[config.mk]
export PLATFORM = sky130hd
export DESIGN_NAME = pwr_standby_seq
export DESIGN_NICKNAME = d
export VERILOG_FILES = /design/src/rtl/pss_pkg.sv /design/src/rtl/pss_timer.sv /design/src/rtl/pss_arb.sv /design/src/rtl/pss_seq.sv /design/src/rtl/pwr_standby_seq.sv
export SDC_FILE = /design/constraint.sdc
export NUM_CORES = 1
export LEC_CHECK = 0
export BUFFER_PORTS_ARGS = -buffer_cell sky130_fd_sc_hd__clkbuf_2
export CORE_MARGIN = 2
export CORE_UTILIZATION = 35
export DETAILED_ROUTE_END_ITERATION = 6
export GPL_ROUTABILITY_DRIVEN = 0
export GPL_TIMING_DRIVEN = 0
export PLACE_DENSITY = 0.67
export SYNTH_ARGS = -nofsm -noshare
export SYNTH_HDL_FRONTEND = slang
export SYNTH_SLANG_ARGS = --single-unit
[constraint.sdc]
create_clock -name clk -period 3.88 [get_ports clk]
set_input_delay 0.776 -clock clk [delete_from_list [all_inputs] [get_ports clk]]
set_output_delay 0.776 -clock clk [all_outputs]
set_load 0.005 [all_outputs]
[src/rtl/pss_pkg.sv]
package pss_pkg;

  typedef enum logic [1:0] {
    MD_RUN   = 2'd0,
    MD_NAP   = 2'd1,
    MD_DOZE  = 2'd2,
    MD_SLEEP = 2'd3
  } pmode_e;

  // Step depth: each value adds one applied power-down step.
  localparam logic [2:0] LV_NONE   = 3'd0;
  localparam logic [2:0] LV_FORCE  = 3'd1;
  localparam logic [2:0] LV_CGATE  = 3'd2;
  localparam logic [2:0] LV_PLLOFF = 3'd3;
  localparam logic [2:0] LV_ISO    = 3'd4;
  localparam logic [2:0] LV_SAVED  = 3'd5;
  localparam logic [2:0] LV_CUT    = 3'd6;

  function automatic logic [2:0] depth_of(pmode_e m);
    case (m)
      MD_NAP:   return LV_CGATE;
      MD_DOZE:  return LV_PLLOFF;
      MD_SLEEP: return LV_CUT;
      default:  return LV_NONE;
    endcase
  endfunction

  // An upward step from this depth may only be taken once its acknowledge is in.
  function automatic logic rise_ok(logic [2:0] lv, logic lock, logic pg);
    if (lv == LV_SAVED) return pg;
    if (lv == LV_CGATE) return lock;
    return 1'b1;
  endfunction

endpackage

[src/rtl/pss_timer.sv]
module pss_timer #(
  parameter int CNT_W = 16
) (
  input  logic             clk,
  input  logic             rst_n,
  input  logic             cancel,
  input  logic             load,
  input  logic [CNT_W-1:0] val,
  output logic             active
);

  logic [CNT_W-1:0] cnt;

  always_ff @(posedge clk or negedge rst_n) begin
    if (!rst_n) begin
      active <= 1'b0;
      cnt    <= '0;
    end else if (cancel) begin
      active <= 1'b0;
    end else if (load) begin
      active <= 1'b1;
      cnt    <= val;
    end else if (active) begin
      if (cnt == '0) active <= 1'b0;
      else           cnt    <= cnt - 1'b1;
    end
  end

endmodule

[src/rtl/pss_arb.sv]
module pss_arb import pss_pkg::*; #(
  parameter int CNT_W = 16
) (
  input  logic             clk,
  input  logic             rst_n,
  input  logic             req_valid,
  input  pmode_e           req_mode,
  input  logic             wake,
  input  logic             settled,
  input  logic [2:0]       cur_lvl,
  input  logic [CNT_W-1:0] dly_nap,
  input  logic [CNT_W-1:0] dly_doze,
  input  logic [CNT_W-1:0] dly_sleep,
  output pmode_e           tgt,
  output logic             launch,
  output logic             dly_load,
  output logic [CNT_W-1:0] dly_val
);

  pmode_e pend_mode;
  pmode_e nxt;
  logic   pend_v;

  function automatic logic [CNT_W-1:0] pick_delay(pmode_e m, logic [CNT_W-1:0] a,
                                                  logic [CNT_W-1:0] b, logic [CNT_W-1:0] c);
    case (m)
      MD_NAP:   return a;
      MD_DOZE:  return b;
      MD_SLEEP: return c;
      default:  return '0;
    endcase
  endfunction

  always_comb begin
    nxt      = req_valid ? req_mode : pend_mode;
    launch   = !wake && settled && (req_valid || pend_v);
    dly_load = launch && (depth_of(nxt) > cur_lvl);
    dly_val  = pick_delay(nxt, dly_nap, dly_doze, dly_sleep);
  end

  always_ff @(posedge clk or negedge rst_n) begin
    if (!rst_n) begin
      tgt       <= MD_RUN;
      pend_mode <= MD_RUN;
      pend_v    <= 1'b0;
    end else if (wake) begin
      tgt    <= MD_RUN;
      pend_v <= 1'b0;
    end else if (launch) begin
      tgt    <= nxt;
      pend_v <= 1'b0;
    end else if (req_valid) begin
      pend_v    <= 1'b1;
      pend_mode <= req_mode;
    end
  end

endmodule

[src/rtl/pss_seq.sv]
module pss_seq import pss_pkg::*; (
  input  logic       clk,
  input  logic       rst_n,
  input  logic       hold,
  input  logic [2:0] tgt_lvl,
  input  logic       pll_lock,
  input  logic       pwr_good,
  output logic [2:0] lvl,
  output logic       save_p,
  output logic       restore_p
);

  logic step_dn;
  logic step_up;

  always_comb begin
    step_dn = !hold && (lvl < tgt_lvl);
    step_up = !hold && (lvl > tgt_lvl) && rise_ok(lvl, pll_lock, pwr_good);
  end

  always_ff @(posedge clk or negedge rst_n) begin
    if (!rst_n) begin
      lvl       <= LV_NONE;
      save_p    <= 1'b0;
      restore_p <= 1'b0;
    end else begin
      if (step_dn)      lvl <= lvl + 3'd1;
      else if (step_up) lvl <= lvl - 3'd1;
      save_p    <= step_dn && (lvl == LV_ISO);
      restore_p <= step_up && (lvl == LV_SAVED);
    end
  end

endmodule

[src/rtl/pwr_standby_seq.sv]
module pwr_standby_seq import pss_pkg::*; #(
  parameter int DATA_W = 8,
  parameter int CNT_W  = 16
) (
  input  logic              clk,
  input  logic              rst_n,
  input  logic              req_valid,
  input  logic [1:0]        req_mode,
  input  logic              wake,
  input  logic              pll_lock,
  input  logic              pwr_good,
  input  logic [CNT_W-1:0]  dly_nap,
  input  logic [CNT_W-1:0]  dly_doze,
  input  logic [CNT_W-1:0]  dly_sleep,
  input  logic [DATA_W-1:0] park_vec,
  input  logic [DATA_W-1:0] func_in,
  output logic [DATA_W-1:0] dom_in,
  output logic              clk_en,
  output logic              pll_en,
  output logic              force_en,
  output logic              iso_en,
  output logic              ret_save,
  output logic              ret_restore,
  output logic              sw_off,
  output logic [1:0]        cur_mode
);

  pmode_e           tgt;
  logic [2:0]       lvl;
  logic [2:0]       tgt_lvl;
  logic             dly_act;
  logic             dly_load;
  logic [CNT_W-1:0] dly_val;
  logic             launch;
  logic             settled;

  assign tgt_lvl = depth_of(tgt);
  assign settled = !dly_act && (lvl == tgt_lvl);

  pss_arb #(.CNT_W(CNT_W)) arb_i (
    .clk       (clk),
    .rst_n     (rst_n),
    .req_valid (req_valid),
    .req_mode  (pmode_e'(req_mode)),
    .wake      (wake),
    .settled   (settled),
    .cur_lvl   (lvl),
    .dly_nap   (dly_nap),
    .dly_doze  (dly_doze),
    .dly_sleep (dly_sleep),
    .tgt       (tgt),
    .launch    (launch),
    .dly_load  (dly_load),
    .dly_val   (dly_val)
  );

  pss_timer #(.CNT_W(CNT_W)) tmr_i (
    .clk    (clk),
    .rst_n  (rst_n),
    .cancel (wake),
    .load   (dly_load),
    .val    (dly_val),
    .active (dly_act)
  );

  pss_seq seq_i (
    .clk       (clk),
    .rst_n     (rst_n),
    .hold      (dly_act),
    .tgt_lvl   (tgt_lvl),
    .pll_lock  (pll_lock),
    .pwr_good  (pwr_good),
    .lvl       (lvl),
    .save_p    (ret_save),
    .restore_p (ret_restore)
  );

  always_ff @(posedge clk or negedge rst_n) begin
    if (!rst_n)       cur_mode <= MD_RUN;
    else if (settled) cur_mode <= tgt;
  end

  always_comb begin
    force_en = (lvl >= LV_FORCE);
    clk_en   = (lvl <  LV_CGATE);
    pll_en   = (lvl <  LV_PLLOFF);
    iso_en   = (lvl >= LV_ISO);
    sw_off   = (lvl >= LV_CUT);
  end

  assign dom_in = force_en ? park_vec : func_in;

endmodule

==> results.json, run 1 <==
{
  "status": "finished, final reports clean",
  "synth-compound-area-share": 0.185,
  "ctsLongestPathBuffers": 2,
  "critPathMaxStageDelay_ns": 0.43,
  "areaGrowthSynthToFinish_pct": 27.7,
  "antenna-diode-count": 0,
  "drv_cap": 0,
  "synthesis.nets": 308,
  "drc_errors": 0,
  "synthFlopType": "dfrtp_1",
  "final_cells": 396,
  "finalSetupViolations": 0,
  "p_leak_nw": 1.34,
  "hold_violations": 0,
  "drt_iter0_markers": 103,
  "async_flop_share": 1.00,
  "cts_buffers": 5,
  "grt_pass1_wl_mm": 9.74,
  "ff2ff_path_depth": 9,
  "critPathTopFamily": "buffers and inverters",
  "dp_hpwl_mm": 4.42,
  "cp.depth": 10,
  "design_area_um2": 2850,
  "p_total_mw": 1.76,
  "die_area_um2": 7040,
  "end_kind": "register",
  "layout_min_cycle_time_ns": 3.06,
  "clock.fmax_mhz": 326,
  "synth_top_family_by_area": "simple AND/OR/NAND/NOR gates",
  "n_fill_cell": 624,
  "clock-root-buffer": "clkbuf_8",
  "cts.repair.resized": 0,
  "drt_pass1_iterations": 4,
  "relSlewSlack": 0.486,
  "synth_mux_area_frac": 0.165,
  "ys_seq_elements": 29,
  "postRouteAntennaNets": 0,
  "mostFrequentLayoutCells": "clkbuf_2 (87), dfrtp_1 (29), nor2_1 (16), a21oi_1 (15), a221oi_1 (13)",
  "via_per_inst": 5.35,
  "timing.setup.tns_ns": 0,
  "clkLatencyLatePin_ns": 0.28,
  "final_common_cell": "clkbuf_2",
  "required_ns": 4.01,
  "ys_seq_area_frac": 0.325,
  "cpMaxStageDelayCell": "mux2i_1",
  "drive_above_1_share": 0.389,
  "regToRegEndpoint": "tmr_i.cnt[12]",
  "synth_area_per_cell_um2": 9.97,
  "io_pins": 89,
  "wl_mm": 5.60,
  "die_w_um": 83.9,
  "worst_slack_ns": 0.817,
  "core_area_um2": 6280,
  "crit_path_start_kind": "primary input",
  "rsz0062_at_grt": "no",
  "final_nets": 402,
  "finClkSkew_ns": 0.00690,
  "r2r_slack_ns": 1.15,
  "startpoint": "req_valid",
  "crit_chain": "clkbuf_2, mux2i_1, buf_2, nand2_1, ha_1, nor2b_1, o21a_1, o211ai_2, clkbuf_1, a31oi_1",
  "antenna_found_initial": 0,
  "dp_cells": 388,
  "r2r_start": "arb_i.pend_mode[0]",
  "synthSimpleGateAreaFrac": 0.194,
  "initial_utilization": 0.356,
  "synth_warnings": 0,
  "wl_per_cell_um": 14.1,
  "worst_pin_slew_ns": 0.770,
  "synth-xor-area-share": 0.0235,
  "final-max-slew-violation-count": 0,
  "finalCritPeriodShare": 0.789,
  "hp-class": "register to register",
  "path_max_fanout": 10,
  "post-cts-setup-buffers": 0,
  "synth_cell_types": 54,
  "grt_pass1_vias": 2123,
  "peakVddDrop_uv": 284,
  "htreeDepth": 2,
  "fp.dieH_um": 83.9,
  "worstPathArrival_ns": 3.19,
  "netlist_instances": 224,
  "place_ws_ns": 0.523,
  "cp.buffers_inverters": 3,
  "worstSetupPathType": "primary input to register",
  "synthAdderAreaFrac": 0.0672,
  "clkTransAtPathRegs_ns": 0.07,
  "std_cell_rows": 29,
  "grt.total_usage": 0.167,
  "crit_end": "tmr_i.cnt[12]",
  "grt_max_degree": 30,
  "cts.sinks": 29,
  "overflow": 0,
  "numPortBuffers": 87,
  "netlist_area_um2": 2230,
  "power_density_nw_per_um2": 618,
  "placed_area_um2": 2770,
  "synth_edf_count": 0,
  "cts_tree": "done",
  "vias": 2119,
  "cts_hold_buf": 0
}
logic make-up after synthesis:
logic type	count (synthesis)
mux	33
xor+xnor	6
buf+inv	19
compound gates	56
flops	29
fa+ha+maj	12
simple gates	69
where the power goes:
part,switching (mW),leakage [nW],internal [mW]
sequential,0.157,0.366,0.429
combinational,0.482,0.929,0.447
clock,0.124,0.0439,0.124
per-layer routing:
layer | GRT usage | part of all wire
met5 | 0 | 0
met3 | 0.0386 | 0.065
met1 | 0.219 | 0.44
met4 | 0.0308 | 0.0048
met2 | 0.285 | 0.48
worst min path at each step:
stage,startpoint,to,slack [ns],depth (start not counted)
6_report,cur_mode[1],cur_mode[1],0.51,1
5_1_grt,cur_mode[0],cur_mode[0],0.54,1
4_1_cts,cur_mode[0],cur_mode[0],0.52,1
3_5_place_dp,cur_mode[0],cur_mode[0],0.51,1
3_3_place_gp,cur_mode[1],cur_mode[1],0.50,1
2_1_floorplan,rst_n,arb_i.pend_mode[0],0.48,0
synth_stat cells (2+ instances only):
cell,count,area (um2)
a211oi_1,3,22.5
a21oi_1,15,75.1
a221oi_1,13,114
a31oi_1,7,43.8
buf_2,3,15.0
clkbuf_1,5,18.8
dfrtp_1,29,726
ha_1,12,150
inv_1,8,30.0
mux2_1,12,135
mux2_2,10,113
mux2_4,2,30.0
mux2i_1,9,90.1
nand2_1,12,45.0
nand2b_1,2,12.5
nand3_1,7,35.0
nand3b_1,3,22.5
nand4b_1,2,17.5
nor2_1,16,60.1
nor2b_1,3,18.8
nor3_1,4,20.0
nor3b_1,2,15.0
nor4_1,2,12.5
nor4b_4,2,47.6
o211ai_1,2,15.0
o21a_1,3,22.5
o2bb2ai_1,3,26.3
or3_1,3,18.8
xnor2_1,5,43.8
flip-flops by register name, indices dropped and copies added, names as in the netlist:
register         count
arb_i.tgt            2
seq_i.lvl            3
cur_mode             2
arb_i.pend_v         1
seq_i.save_p         1
tmr_i.cnt           16
arb_i.pend_mode      2
seq_i.restore_p      1
tmr_i.active         1
stage by stage:
step            util  hold WS (ns)
2_1_floorplan      -         0.480
3_3_place_gp   0.441         0.498
3_5_place_dp   0.441         0.505
4_1_cts        0.454         0.522
5_1_grt        0.454         0.536
6_report       0.454         0.514
area by class of cell:
| cell class | instances | area (um2) | share of cell area |
|---|---|---|---|
| flip-flops and latches | 29 | 726 | 0.254 |
| plain buffers | 11 | 60.1 | 0.0211 |
| repair buffers | 87 | 435 | 0.153 |
| clock buffers | 5 | 68.8 | 0.0241 |
| well taps | 77 | 96.3 | 0.0338 |
| inverters | 8 | 30.0 | 0.0105 |
| multi-input cells | 176 | 1420 | 0.497 |
| clock inverters | 3 | 17.5 | 0.00614 |
worst reg2reg max path, delay by kind of cell (launching register included):
kind	cells	cell delay, ns
mux	1	0.35
compound gates	3	0.53
buf+inv	2	0.78
fa+ha+maj	1	0.31
flops	1	0.38
simple gates	2	0.24
Note: power is estimated with default switching activity, not from simulation.
==> run 2: changes to the inputs <==
- PLACE_DENSITY: 0.67 -> 0.69
- clock period: 3.88 -> 2.8 ns (I/O delays scaled with it)
==> run 2 against run 1 <==
Global-route usage decreased by 0.54 points. Clock skew increased by 0.0048 ns. Combinational power increased by 44%. Critical path depth unchanged. Wire length increased by 1.8%. Sequential power increased by 39%. Worst hold slack got worse by 0.18 ns. Final area increased by 2.6%. Count of clock-buffer cells in the layout increased by 2. Register-to-register slack got worse by 0.91 ns. Critical endpoint is now tmr_i.cnt[2].
==> results.json, run 2 (synthesis gave the netlist of run 1 again) <==
{
  "cts_buffers": 5,
  "clkPwrFrac": 0.177,
  "status": "finished, final reports clean",
  "final_common_cell": "clkbuf_2",
  "die_w_um": 83.9,
  "drt_pass1_iterations": 4,
  "worst_slack_ns": 0.0967,
  "antenna-diode-count": 0,
  "fp.dieH_um": 83.9,
  "crit_path_start_kind": "primary input",
  "clkLatencyLatePin_ns": 0.29,
  "cts_hold_buf": 0,
  "layout_min_cycle_time_ns": 2.70,
  "mostFrequentLayoutCells": "clkbuf_2 (88), dfrtp_1 (28), nor2_1 (16), a21oi_1 (15), a221oi_1 (13)",
  "initial_utilization": 0.356,
  "grt_max_degree": 30,
  "largest_register": "tmr_i.cnt",
  "ctsLongestPathBuffers": 2,
  "std_cell_rows": 29,
  "n_fill_cell": 623,
  "seqPwrFrac": 0.312,
  "wl_mm": 5.70,
  "drive_above_1_share": 0.397,
  "drt_iter0_markers": 65,
  "grt_pass1_vias": 2074,
  "core_area_um2": 6280,
  "place_ws_ns": -0.355,
  "numPortBuffers": 87,
  "via_per_inst": 5.37,
  "hold_violations": 0,
  "p_sw_frac": 0.412,
  "top_regs": "tmr_i.cnt: 16 flops, seq_i.lvl: 3 flops",
  "final_cells": 397,
  "finalSetupViolations": 0,
  "worstPathArrival_ns": 2.86,
  "intPower_mw": 1.54,
  "final_nets": 403,
  "finalCritPeriodShare": 0.965,
  "path_max_fanout": 10,
  "clkTransAtPathRegs_ns": 0.07,
  "p_leak_nw": 1.36,
  "peakVddDrop_uv": 542,
  "overflow": 0,
  "grt.total_usage": 0.162,
  "required_ns": 2.96,
  "relSlewSlack": 0.492,
  "final-max-slew-violation-count": 0,
  "htreeDepth": 2,
  "dp_hpwl_mm": 4.39,
  "p_switching_mw": 1.08,
  "comb_power_share": 0.511,
  "worst_pin_slew_ns": 0.763,
  "areaGrowthSynthToFinish_pct": 31.0,
  "clock-root-buffer": "clkbuf_8",
  "antenna_found_initial": 0,
  "wl_per_cell_um": 14.4,
  "drv_cap": 0,
  "grt_pass1_wl_mm": 9.36,
  "largest_reg_flops": 16,
  "hp-class": "primary input to async pin",
  "finClkSkew_ns": 0.0118,
  "postRouteAntennaNets": 0,
  "dp_cells": 388,
  "cts_tree": "done",
  "power_density_nw_per_um2": 893,
  "end_kind": "register",
  "die_area_um2": 7040,
  "io_pins": 89,
  "drc_errors": 0,
  "clock.fmax_mhz": 370,
  "fin_util": 0.466,
  "worstSetupPathType": "primary input to register",
  "cts.sinks": 29,
  "vias": 2132
}
[run 2: cell type report]
class | count | area [um2] | share of cell area
buffer | 11 | 63.8 | 0.0218
clock buffer | 7 | 86.3 | 0.0295
clock inverter | 1 | 30.0 | 0.0103
inverter | 8 | 30.0 | 0.0103
multi-input combinational | 176 | 1440 | 0.491
sequential | 29 | 727 | 0.249
tap | 77 | 96.3 | 0.0329
timing repair buffer | 88 | 455 | 0.156
[run 2: metal layers]
metal	track usage	vias to the layer above	part of all wire
met3	0.0317	9	0.043
li1	-	1047	-
met1	0.204	1016	0.42
met4	0.0411	0	0.014
met5	0	-	0
met2	0.284	60	0.52
[run 2: through the flow]
| step | setup TNS, ns | area, um2 | power [mW] | hold slack, ns |
|---|---|---|---|---|
| after floorplan | 0 | 2230 | 1.74 | 0.264 |
| after global placement | -3.97 | 2770 | 2.06 | 0.490 |
| after detailed placement | -4.59 | 2770 | 2.12 | 0.499 |
| after CTS | 0 | 2890 | 2.59 | 0.361 |
| after global routing | -0.00666 | 2930 | 2.83 | 0.391 |
| final | 0 | 2930 | 2.61 | 0.335 |
[run 2: what timing repair did]
item,CTS,global route
gates cloned,0,0
pin swaps,0,1
setup endpoints to repair,17,25
setup buffers,0,1
gates resized for setup,2,4
hold endpoints to repair,0,0
[run 2: path summary, 6_finish.rpt]
| check | start | to | slack (ns) | cells after the start |
|---|---|---|---|---|
| min in group clk | wake | arb_i.tgt[0] | 0.48 | 2 |
| max in group asynchronous | rst_n | seq_i.lvl[1] | 1.93 | 1 |
| worst max register to register | arb_i.pend_mode[1] | tmr_i.cnt[2] | 0.24 | 9 |
| worst max-delay path | req_valid | tmr_i.cnt[2] | 0.1 | 10 |
| worst min register to register | cur_mode[1] | cur_mode[1] | 0.51 | 1 |
| worst min-delay path | rst_n | tmr_i.cnt[11] | 0.33 | 1 |
[run 2: critical path, stage by stage]
cell      delay, ns
clkbuf_2       0.15
mux2_4         0.29
clkbuf_1       0.46
nand2_1        0.11
ha_1           0.29
a31oi_1        0.24
o211ai_2       0.16
buf_4          0.22
a221oi_1       0.31
a31oi_1        0.07
[run 2: power groups by stage]
stage / Combinational, mW / Sequential (mW) / Clock [mW]
global placement: 1.26 / 0.802 / 0
global route: 1.50 / 0.845 / 0.483
floorplan: 0.969 / 0.768 / 0
CTS: 1.32 / 0.809 / 0.464
detailed placement: 1.30 / 0.814 / 0
finish: 1.34 / 0.815 / 0.462
==> run 3: changes to the inputs <==
- PLACE_DENSITY: 0.69 -> default
- RECOVER_POWER: default -> 50
==> run 3 against run 2 <==
Core utilization fell by 0.52 points. Final area fell by 1.1%. Largest power group unchanged. Critical path depth fell by 4. Largest cell class unchanged. The flow now finishes with violations (capacitance limit, slew limit). Via count fell by 0.42%. Fmax rose by 1.0%. Count of clock-buffer cells in the layout did not move.
==> results.json, run 3 (synthesis gave the netlist of run 1 again) <==
{
  "std_cell_rows": 29,
  "top_regs": "tmr_i.cnt: 16 flops, seq_i.lvl: 3 flops",
  "path_max_fanout": 9,
  "layout_min_cycle_time_ns": 2.68,
  "cts_tree": "done",
  "violations": "capacitance limit, slew limit",
  "top_usage_layer": "met2",
  "largest_reg_flops": 16,
  "drv_cap": 1,
  "antenna_found_initial": 0,
  "clkPwrFrac": 0.140,
  "status": "complete, but fails checks",
  "seqPwrFrac": 0.324,
  "core_area_um2": 6280,
  "cpMaxStageDelayCell": "dfrtp_1",
  "vias": 2123,
  "finalCritPeriodShare": 0.956,
  "finClkSkew_ns": 0.00313,
  "drt_pass1_iterations": 4,
  "peakVddDrop_uv": 448,
  "wl_per_cell_um": 14.2,
  "fin_util": 0.461,
  "clock-root-buffer": "clkbuf_8",
  "worstPathArrival_ns": 2.12,
  "worst_slack_ns": 0.124,
  "mostFrequentLayoutCells": "clkbuf_2 (87), dfrtp_1 (29), nor2_1 (16), a21oi_1 (15), a221oi_1 (13)",
  "grt_pass1_vias": 2063,
  "p_leak_nw": 1.35,
  "final-max-slew-violation-count": 30,
  "clock.fmax_mhz": 374,
  "place_ws_ns": -0.369,
  "initial_utilization": 0.356,
  "worst_pin_slew_ns": 1.60,
  "final_nets": 403,
  "grt.total_usage": 0.163,
  "intPower_mw": 1.44,
  "p_total_mw": 2.51,
  "numPortBuffers": 87,
  "crit_chain": "inv_1, ha_1, nor3_4, buf_12, mux2_2, clkbuf_2",
  "end_kind": "primary output",
  "final_common_cell": "clkbuf_2",
  "cts.sinks": 29,
  "placed_area_um2": 2770,
  "antenna-diode-count": 0,
  "met2_usage": 0.278,
  "required_ns": 2.24,
  "htreeDepth": 2,
  "grt_pass1_wl_mm": 9.39,
  "hp-class": "primary input to register",
  "p_switching_mw": 1.07,
  "areaGrowthSynthToFinish_pct": 29.5,
  "io_pins": 89,
  "die_area_um2": 7040,
  "whs_ns": 0.481,
  "largest_register": "tmr_i.cnt",
  "drive_above_1_share": 0.389,
  "dp_hpwl_mm": 4.25,
  "finalSetupViolations": 0,
  "use_met1": 0.208,
  "drt_iter0_markers": 77,
  "hold_violations": 0,
  "clkLatencyLatePin_ns": 0.28,
  "via_per_inst": 5.36,
  "postRouteAntennaNets": 0,
  "fp.dieH_um": 83.9,
  "die_w_um": 83.9,
  "wl_mm": 5.61,
  "worstSetupPathType": "register to primary output",
  "critPathMaxStageDelay_ns": 0.55,
  "clkTransAtPathRegs_ns": 0.06,
  "power_density_nw_per_um2": 867,
  "cts_buffers": 5,
  "drc_errors": 0,
  "comb_power_share": 0.536,
  "p_sw_frac": 0.425,
  "overflow": 0,
  "relSlewSlack": -0.0667,
  "grt_max_degree": 30,
  "design_area_um2": 2890,
  "met3_usage": 0.0445,
  "crit_path_start_kind": "register",
  "ctsLongestPathBuffers": 2
}
[run 3: stage by stage]
step / instances / TNS, ns
final: 396 / 0
after global routing: 396 / -0.0264
after CTS: 395 / 0
after detailed placement: 388 / -4.85
after global placement: 388 / -4.42
after floorplan: 224 / 0
[run 3: final timing paths]
check / start / endpoint / slack, ns / depth (start not counted)
min in group asynchronous: rst_n / seq_i.lvl[2] / 0.67 / 1
setup reg to reg: arb_i.pend_mode[1] / tmr_i.cnt[2] / 0.28 / 8
hold reg to reg: cur_mode[0] / cur_mode[0] / 0.52 / 1
hold / removal: wake / arb_i.tgt[1] / 0.48 / 2
setup / recovery: seq_i.lvl[1] / dom_in[0] / 0.12 / 6
max in group asynchronous: rst_n / tmr_i.cnt[1] / 1.20 / 1
[run 3: timing repair]
| action | CTS | global route |
|---|---|---|
| hold endpoints to repair | 0 | 0 |
| pin swaps | 0 | 1 |
| buffers inserted | 0 | 1 |
| hold buffers | 0 | 0 |
| resized for setup | 3 | 4 |
| setup endpoints to repair | 19 | 21 |
| gates cloned | 0 | 0 |
[run 3: final cells by class]
type / instances / area (um2)
repair buffers: 88 / 453
flip-flops and latches: 29 / 726
multi-input cells: 176 / 1440
clock buffers: 7 / 86.3
fillers: 629 / 3380
inverters: 8 / 30.0
plain buffers: 11 / 65.1
well taps: 77 / 96.3
[run 3: worst max-delay path: cells and delay by family, from the launching register on]
kind	cells	cell delay, ns
buffers and inverters	3	0.45
AND/OR/NAND/NOR	1	0.22
flip-flops	1	0.55
adder cells (fa/ha/maj)	1	0.28
multiplexers	1	0.33
[run 3: routing by layer]
layer  wire length (um)  vias to the layer above
li1                   -                     1045
met1               2430                      989
met2               2700                       84
met3                441                        5
met4                 48                        0
met5                  0                        -
[run 3: power groups by stage]
stage / clock network (mW) / logic [mW] / registers [mW]
4_1_cts: 0.362 / 1.32 / 0.810
5_1_grt: 0.386 / 1.51 / 0.836
3_5_place_dp: 0 / 1.30 / 0.813
6_report: 0.352 / 1.34 / 0.813
3_3_place_gp: 0 / 1.28 / 0.805
2_1_floorplan: 0 / 0.969 / 0.768
